File: src/rtl/spi_bm_pkg.sv
// Package: shared constants for the SPI byte master.
// Assumes an 8-bit serial frame and default register offsets that the
// top module may override through parameters.
package spi_bm_pkg;
    localparam int BYTE_W          = 8;
    localparam int DEF_ADDR_W      = 8;
    localparam int DEF_DATA_W      = 32;
    localparam logic [7:0] OFS_EN  = 8'h80;
    localparam logic [7:0] OFS_GO  = 8'h81;
    localparam logic [7:0] OFS_BUF = 8'h82;
endpackage

File: src/rtl/spi_bm_clkgen.sv
// Module: serial clock generator.
// While run is high it toggles sclk every CLK_DIV/2 system cycles and
// flags the cycle before each toggle as a rising or a falling step.
// Assumes CLK_DIV is even and at least 2. When run is low, sclk is held low.
module spi_bm_clkgen #(
    parameter int CLK_DIV = 4
) (
    input  logic clk,
    input  logic rst_n,
    input  logic run,
    output logic sclk,
    output logic step_rise,
    output logic step_fall
);
    localparam int HALF = CLK_DIV / 2;
    localparam int CW   = (HALF > 1) ? $clog2(HALF) : 1;

    logic [CW-1:0] cnt;
    logic          tick;

    // flag the last cycle of each half period
    assign tick      = run && (cnt == CW'(HALF - 1));
    assign step_rise = tick && !sclk;
    assign step_fall = tick && sclk;

    // half-period counter and clock toggle
    always_ff @(posedge clk) begin
        if (!rst_n || !run) begin
            cnt  <= '0;
            sclk <= 1'b0;
        end else if (tick) begin
            cnt  <= '0;
            sclk <= ~sclk;
        end else begin
            cnt  <= cnt + 1'b1;
        end
    end
endmodule

File: src/rtl/spi_bm_shifter.sv
// Module: mode-0 byte shift engine.
// A start pulse is taken only while idle. It loads the byte and holds busy
// until the eighth falling step. The input is sampled on rising steps and
// the output advances on falling steps, MSB first. The received byte is
// latched when the transfer ends.
module spi_bm_shifter #(
    parameter int BYTE_W = 8
) (
    input  logic              clk,
    input  logic              rst_n,
    input  logic              start,
    input  logic [BYTE_W-1:0] tx_byte,
    input  logic              step_rise,
    input  logic              step_fall,
    input  logic              miso,
    output logic              busy,
    output logic              mosi,
    output logic [BYTE_W-1:0] rx_byte
);
    localparam int BW = $clog2(BYTE_W);

    logic [BYTE_W-1:0] tx_sh;
    logic [BYTE_W-1:0] rx_sh;
    logic [BW-1:0]     nfall;
    logic              last_fall;

    assign last_fall = step_fall && (nfall == BW'(BYTE_W - 1));
    assign mosi      = busy ? tx_sh[BYTE_W-1] : 1'b0;

    // transfer control: accept start when idle, stop on the final falling step
    always_ff @(posedge clk) begin
        if (!rst_n) begin
            busy  <= 1'b0;
            nfall <= '0;
        end else if (!busy) begin
            busy  <= start;
            nfall <= '0;
        end else if (step_fall) begin
            nfall <= nfall + 1'b1;
            if (last_fall) busy <= 1'b0;
        end
    end

    // data path: load, shift out, sample in, latch the result
    always_ff @(posedge clk) begin
        if (!rst_n) begin
            tx_sh   <= '0;
            rx_sh   <= '0;
            rx_byte <= '0;
        end else if (!busy) begin
            if (start) tx_sh <= tx_byte;
        end else begin
            if (step_rise) rx_sh <= {rx_sh[BYTE_W-2:0], miso};
            if (step_fall) tx_sh <= {tx_sh[BYTE_W-2:0], 1'b0};
            if (last_fall) rx_byte <= rx_sh;
        end
    end
endmodule

File: src/rtl/spi_bm_regs.sv
// Module: bus register file for the SPI byte master.
// It holds the chip-select enable bit and the transmit byte, decodes start
// writes, and muxes read data combinationally. Assumes DATA_W > BYTE_W.
// Only the low byte of the write data reaches the transmit register.
module spi_bm_regs #(
    parameter int              ADDR_W = 8,
    parameter int              DATA_W = 32,
    parameter int              BYTE_W = 8,
    parameter logic [ADDR_W-1:0] A_EN  = 8'h80,
    parameter logic [ADDR_W-1:0] A_GO  = 8'h81,
    parameter logic [ADDR_W-1:0] A_BUF = 8'h82
) (
    input  logic              clk,
    input  logic              rst_n,
    input  logic [ADDR_W-1:0] bus_addr,
    input  logic              bus_we,
    input  logic [DATA_W-1:0] bus_wdata,
    output logic [DATA_W-1:0] bus_rdata,
    input  logic              busy,
    input  logic [BYTE_W-1:0] rx_byte,
    output logic              cs_en,
    output logic [BYTE_W-1:0] tx_byte,
    output logic              start
);
    logic unused_wbits;
    assign unused_wbits = ^bus_wdata[DATA_W-1:BYTE_W];

    // a start request is any write to the transfer offset
    assign start = bus_we && (bus_addr == A_GO);

    // writable registers: chip-select enable and transmit byte
    always_ff @(posedge clk) begin
        if (!rst_n) begin
            cs_en   <= 1'b0;
            tx_byte <= '0;
        end else if (bus_we) begin
            if (bus_addr == A_EN)  cs_en   <= bus_wdata[0];
            if (bus_addr == A_BUF) tx_byte <= bus_wdata[BYTE_W-1:0];
        end
    end

    // read mux: enable bit, ready flag, received byte, zero elsewhere
    always_comb begin
        bus_rdata = '0;
        if (bus_addr == A_EN)       bus_rdata[0] = cs_en;
        else if (bus_addr == A_GO)  bus_rdata[0] = !busy;
        else if (bus_addr == A_BUF) bus_rdata[BYTE_W-1:0] = rx_byte;
    end
endmodule

File: src/rtl/spi_byte_master.sv
// Module: register-driven SPI byte master (top).
// Software sets chip select, loads a byte, starts a transfer, polls for
// ready and reads the received byte. Mode 0, MSB first, with the serial
// clock at clk / CLK_DIV. Assumes CLK_DIV is even and at least 2.
module spi_byte_master
    import spi_bm_pkg::*;
#(
    parameter int                ADDR_W  = DEF_ADDR_W,
    parameter int                DATA_W  = DEF_DATA_W,
    parameter int                CLK_DIV = 4,
    parameter logic [ADDR_W-1:0] A_EN    = ADDR_W'(OFS_EN),
    parameter logic [ADDR_W-1:0] A_GO    = ADDR_W'(OFS_GO),
    parameter logic [ADDR_W-1:0] A_BUF   = ADDR_W'(OFS_BUF)
) (
    input  logic              clk,
    input  logic              rst_n,
    input  logic [ADDR_W-1:0] bus_addr,
    input  logic              bus_we,
    input  logic [DATA_W-1:0] bus_wdata,
    output logic [DATA_W-1:0] bus_rdata,
    output logic              spi_sclk,
    output logic              spi_csn,
    output logic              spi_mosi,
    input  logic              spi_miso
);
    logic              busy;
    logic              cs_en;
    logic              start;
    logic              step_rise;
    logic              step_fall;
    logic [BYTE_W-1:0] tx_byte;
    logic [BYTE_W-1:0] rx_byte;

    assign spi_csn = !cs_en;

    spi_bm_regs #(
        .ADDR_W(ADDR_W), .DATA_W(DATA_W), .BYTE_W(BYTE_W),
        .A_EN(A_EN), .A_GO(A_GO), .A_BUF(A_BUF)
    ) u_regs (
        .clk(clk), .rst_n(rst_n),
        .bus_addr(bus_addr), .bus_we(bus_we),
        .bus_wdata(bus_wdata), .bus_rdata(bus_rdata),
        .busy(busy), .rx_byte(rx_byte),
        .cs_en(cs_en), .tx_byte(tx_byte), .start(start)
    );

    spi_bm_clkgen #(.CLK_DIV(CLK_DIV)) u_clk (
        .clk(clk), .rst_n(rst_n), .run(busy),
        .sclk(spi_sclk), .step_rise(step_rise), .step_fall(step_fall)
    );

    spi_bm_shifter #(.BYTE_W(BYTE_W)) u_shift (
        .clk(clk), .rst_n(rst_n), .start(start), .tx_byte(tx_byte),
        .step_rise(step_rise), .step_fall(step_fall), .miso(spi_miso),
        .busy(busy), .mosi(spi_mosi), .rx_byte(rx_byte)
    );
endmodule

File: config.mk
export PLATFORM = sky130hd
export DESIGN_NAME = spi_byte_master
export DESIGN_NICKNAME = d
export VERILOG_FILES = /design/src/rtl/spi_bm_pkg.sv /design/src/rtl/spi_bm_clkgen.sv /design/src/rtl/spi_bm_shifter.sv /design/src/rtl/spi_bm_regs.sv /design/src/rtl/spi_byte_master.sv
export SDC_FILE = /design/constraint.sdc
export NUM_CORES = 1
export LEC_CHECK = 0
export ABC_AREA = 1
export CORE_MARGIN = 1.5
export CORE_UTILIZATION = 45
export CTS_BUF_LIST = sky130_fd_sc_hd__clkbuf_8
export DETAILED_ROUTE_END_ITERATION = 8
export PLACE_DENSITY = 0.83
export SYNTH_ARGS = -nofsm -noshare
export SYNTH_HDL_FRONTEND = slang
export SYNTH_SLANG_ARGS = --single-unit
File: constraint.sdc
create_clock -name clk -period 1.35 [get_ports clk]
set_clock_uncertainty 0.05 [all_clocks]
set_input_delay 0.27 -clock clk [delete_from_list [all_inputs] [get_ports clk]]
set_output_delay 0.27 -clock clk [all_outputs]
set_load 0.02 [all_outputs]
---- Yosys cells after proc, flatten, opt, wreduce, memory -nomap -nowiden ----
Cells that the tools add are included.
cells by class
  $add $sub $neg .......................... 2
  equality and inequality tests ........... 5
  multiplexer cells ....................... 12
  bitwise gates (word level) .............. 1
  reduce and logical (&&, ||, !) cells .... 18
operators with widths
  kind                                            count
  two-way mux 8 bit                               4
  == test 8 bit (second input constant)           3
  two-way mux 7 bit                               2
  AND reduction 2 bit                             6
  two-way mux 1 bit                               6
  logical AND 1 bit                               5
  logical NOT 1 bit                               4
  adder 3 x 1 -> 3 bit (second input constant)    1
  == test 3 bit (second input constant)           1
  != test 2 x 1 -> 1 bit (second input constant)  1
  nonzero test 2 bit                              1
  OR reduction 2 bit                              1
  adder 1 bit (second input constant)             1
  logical OR 1 bit                                1
  NOT 1 bit                                       1
storage, ports and cells
  register bits ........................... 39
  input bits .............................. 44
  output and inout port bits .............. 35
  word-level logic and storage cells ...... 47

---- Longest topological paths before layout ----
  depth in word-level cells ............... 6
  depth in mapped cells ................... 9
  gate-level depth less buffers ........... 8

---- Modules after synthesis ----
From an unflattened synthesis, not the netlist that was laid out.
second synthesis, totals
  cells, all modules ...................... 336
  area, all modules ....................... 2,158.3 µm²
modules (own cells, without submodules)
  module           instances  cells each  area an instance (µm²)
  spi_bm_shifter   1          184         1,217.4
  spi_bm_regs      1          138         843.3
  spi_bm_clkgen    1          13          93.8
  spi_byte_master  1          1           3.8

---- Least setup slack after synthesis ----
No wires, ideal clock.
  path kind ............................... input to output
  start ................................... input port bus_addr[6]
  end ..................................... output port bus_rdata[0]
  arrival ................................. 1.136 ns
  setup slack ............................. -0.106 ns
  cell stages on the path ................. 5
  buffers on the path ..................... 0
  path through ............................ nor2_1 > nand2_1 > nor2_1 > nor2_1 > a22oi_1
between the ends
  cells in the longest elaborated chain, start to end .. 4
  elaborated cells on any way between the ends .. 6
  those cells by class .................... 3 x eq/ne; 3 x mux
RTL lines
  element              line                   RTL
  from (decl)          spi_byte_master.sv:17  input logic [ADDR_W-1:0] bus_addr,
  == test 8 bit        spi_bm_regs.sv:47      else if (bus_addr == A_BUF) bus_rdata[BYTE_W-1:0] = rx_byte;
  two-way mux 8 bit    spi_bm_regs.sv:47
  two-way mux 1 bit    spi_bm_regs.sv:46      else if (bus_addr == A_GO) bus_rdata[0] = !busy;
  two-way mux 1 bit *  spi_bm_regs.sv:45      if (bus_addr == A_EN) bus_rdata[0] = cs_en;
  to (decl)            spi_byte_master.sv:20  output logic [DATA_W-1:0] bus_rdata,
Every way passes the cells marked *; elsewhere a longest branch is shown, timed or not.

---- Worst setup path in the final report ----
  start ................................... register u_shift.busy
  end ..................................... output port bus_rdata[0]
between the ends
  cells in the longest elaborated chain, start to end .. 3
RTL lines
  element                 line                  RTL
  from (decl)             spi_bm_shifter.sv:16  output logic busy,
  from (signal assigned)  spi_bm_shifter.sv:36  busy <= start;
  logical NOT 1 bit       --
  two-way mux 1 bit       spi_bm_regs.sv:46
  two-way mux 1 bit       spi_bm_regs.sv:45
No other way between the ends.

==> flow_metrics.py <==
metrics = {
    "worst_setup_path": {
        "cp-endpoint": "bus_rdata[0]",
        "r2r_start": "u_shift.busy",
        "start_kind": "register",
        "crit_path_max_fanout": 2,
        "r2r_cells": 8,
        "ff2ff_setup_slack_ps": -70,
        "r2r_end": "u_shift.rx_sh[3]",
        "timing_worst_setup_path_type": "register to primary output",
        "cp-end-kind": "primary output",
        "required_ps": 1030,
        "worstPathArrival_ps": 1210,
        "startpoint": "u_shift.busy",
    },
    "placed_design": {
        "dpl_cell_area_um2": 2310,
        "portBuffers": 30,
        "place_hpwl_um": 2670,
        "dp_slack_ps": -988,
        "place_congestion": 0.790,
    },
    "route": {
        "dr.first_iter.drc_count": 117,
        "firstDrtPassIters": 4,
        "routed_wl_um": 4750,
        "vias_per_cell": 4.81,
        "antenna_left": 0,
        "vias": 1855,
        "wire_per_inst_um": 12.3,
        "drc_errors": 0,
    },
    "power": {
        "p_total_mw": 2.36,
        "power_density_nw_per_um2": 859,
        "leakagePower_nw": 1.29,
        "irDropWorstVdd_mv": 0.943,
    },
    "outcome": {
        "failed_checks": "negative setup slack",
        "status": "finished, violations left",
    },
    "final_layout": {
        "drive_gt1_frac": 0.338,
        "nFillCells": 334,
        "multi_input_area_um2": 1120,
        "seq_area_um2": 785,
        "syn_to_final_growth_pct": 37.6,
        "nets": 379,
        "fin_area_um2": 2750,
        "diodes": 0,
    },
    "grt": {
        "grt_pass1_wl_um": 7180,
        "antenna_found_initial": 0,
        "grt_max_degree": 20,
        "grtUsageTotal": 0.182,
        "grt_pass1_vias": 1640,
        "overflow": 0,
    },
    "sta": {
        "fin_crit_ps": 1530,
        "fin_tns_setup_ps": -976,
        "setup_violations": 16,
        "hold_viol": 0,
        "slew_violations": 0,
        "timing.final.ws_setup_ps": -185,
        "finalCritPeriodShare": 1.14,
        "fmax_ghz": 0.652,
        "rsz0062_at_grt": "true",
    },
    "yosys": {
        "synthFlopType": "dfxtp_1",
        "ys_top_cells_by_count": "nor2_1, nand2_1, dfxtp_1",
        "yosysSeqAreaShare": 0.391,
        "yosys_warnings": 0,
        "synth_cells": 277,
        "ys_types": 25,
        "yosys.area.top_type_share": 0.391,
        "yosys.area.top_type": "dfxtp_1",
        "synth-async-reset-ratio": 0,
        "synth_edf_count": 0,
        "syn_area_um2": 1990,
        "ys_ff_latch": 39,
        "yosys-top-cells-area": "dfxtp_1, nor2_1, buf_4, nand2_1, inv_1",
        "yosysMostFrequentCell": "nor2_1",
        "syn_area_per_cell_um2": 7.20,
    },
    "clock_network": {
        "clock-sinks": 39,
        "clock_latency_ps": 300,
        "clk_path_buf_depth": 2,
        "path_clk_slew_ps": 80,
        "cts_root_buf": "clkbuf_8",
        "htree_levels": 2,
        "cts_inserted_buffers": 5,
        "cts_tree": "yes",
    },
    "worst_hold_path": {
        "hold_path.class": "register to register",
    },
    "die": {
        "core_area_um2": 4290,
        "io_pins": 79,
        "die_area_um2": 4840,
        "initial_core_util": 0.464,
        "rows": 24,
        "die_width_um": 69.6,
        "die_h_um": 69.6,
    },
    "run": {
        "drv_cap": 0,
    },
}
==> worst min-delay path by stage <==
| stage | from | endpoint | cells after the start |
|---|---|---|---|
| after floorplan | spi_miso | u_shift.rx_sh[0] | 2 |
| after global placement | u_shift.rx_byte[6] | u_shift.rx_byte[6] | 2 |
| after detailed placement | u_shift.rx_byte[6] | u_shift.rx_byte[6] | 2 |
| after CTS | u_regs.cs_en | u_regs.cs_en | 2 |
| after global routing | u_regs.cs_en | u_regs.cs_en | 2 |
| final | u_regs.cs_en | u_regs.cs_en | 2 |
==> logic make-up (layout without fill, tap and decap cells) <==
logic type / after synthesis / count (layout) / share of synthesized area
other cells: 1 / 24 / 0.00188
compound gates: 44 / 44 / 0.116
simple gates: 120 / 122 / 0.273
fa+ha+maj: 2 / 2 / 0.0125
flops: 39 / 39 / 0.391
buf+inv: 70 / 102 / 0.201
xor+xnor: 1 / 1 / 0.00439
==> layer usage <==
| layer | vias up | track usage | wire length (um) |
|---|---|---|---|
| met5 | - | 0 | 0 |
| met4 | 0 | 0.0784 | 96 |
| met3 | 12 | 0.0523 | 307 |
| met2 | 78 | 0.302 | 2380 |
| met1 | 844 | 0.218 | 1970 |
| li1 | 921 | - | - |
==> layout make-up <==
cell class / count / area share
flip-flops and latches: 39 / 0.286
multi-input cells: 193 / 0.410
repair buffers: 59 / 0.189
inverters: 35 / 0.0488
clock inverters: 2 / 0.0128
well taps: 52 / 0.0237
clock buffers: 6 / 0.0301
==> worst max-delay path: stages, from the launching register on <==
cell and delay, ps:
dfxtp_4 350, inv_2 50, nand3_2 80, nor2_4 120
nor2_2 50, a22oi_2 130, buf_6 140
==> power by group <==
group / switching, mW / leakage [nW] / internal, mW
combinational: 0.125 / 0.911 / 0.0672
sequential: 0.000588 / 0.315 / 1.15
clock: 0.419 / 0.0612 / 0.598
==> state kept, by name (all words and copies together) (netlist names) <==
| register | count |
|---|---|
| u_shift.rx_byte | 8 |
| u_regs.cs_en | 1 |
| u_shift.tx_sh | 8 |
| u_clk.cnt | 1 |
| u_clk.sclk | 1 |
| u_regs.tx_byte | 8 |
| u_shift.rx_sh | 8 |
| u_shift.nfall | 3 |
| u_shift.busy | 1 |
==> cell usage in the layout, fill, tap and decap left out, types with 8 or more instances in the layout <==
master,instances
clkdlybuf4s50_1,11
nand2_2,8
a21oi_2,9
nor2_1,40
o21ai_1,9
nand2_1,34
conb_1,24
inv_1,29
a21oi_1,9
buf_6,11
o21ai_0,15
dfxtp_1,38
buf_4,27
nor2_4,14
==> repair_timing <==
action	4_1_cts	5_1_grt
endpoints found under the setup margin	28	33
gates resized for setup	108	53
buffers inserted	6	6
pin swaps	15	8
hold buffers	0	0
gates cloned	1	1
==> through the flow <==
stage | instances | util | hold WS (ps)
2_1_floorplan | 300 | - | 355
3_3_place_gp | 364 | 0.538 | 396
3_5_place_dp | 364 | 0.538 | 396
4_1_cts | 379 | 0.593 | 416
5_1_grt | 386 | 0.639 | 450
6_report | 386 | 0.639 | 417
(Power assumes the default switching activity.)
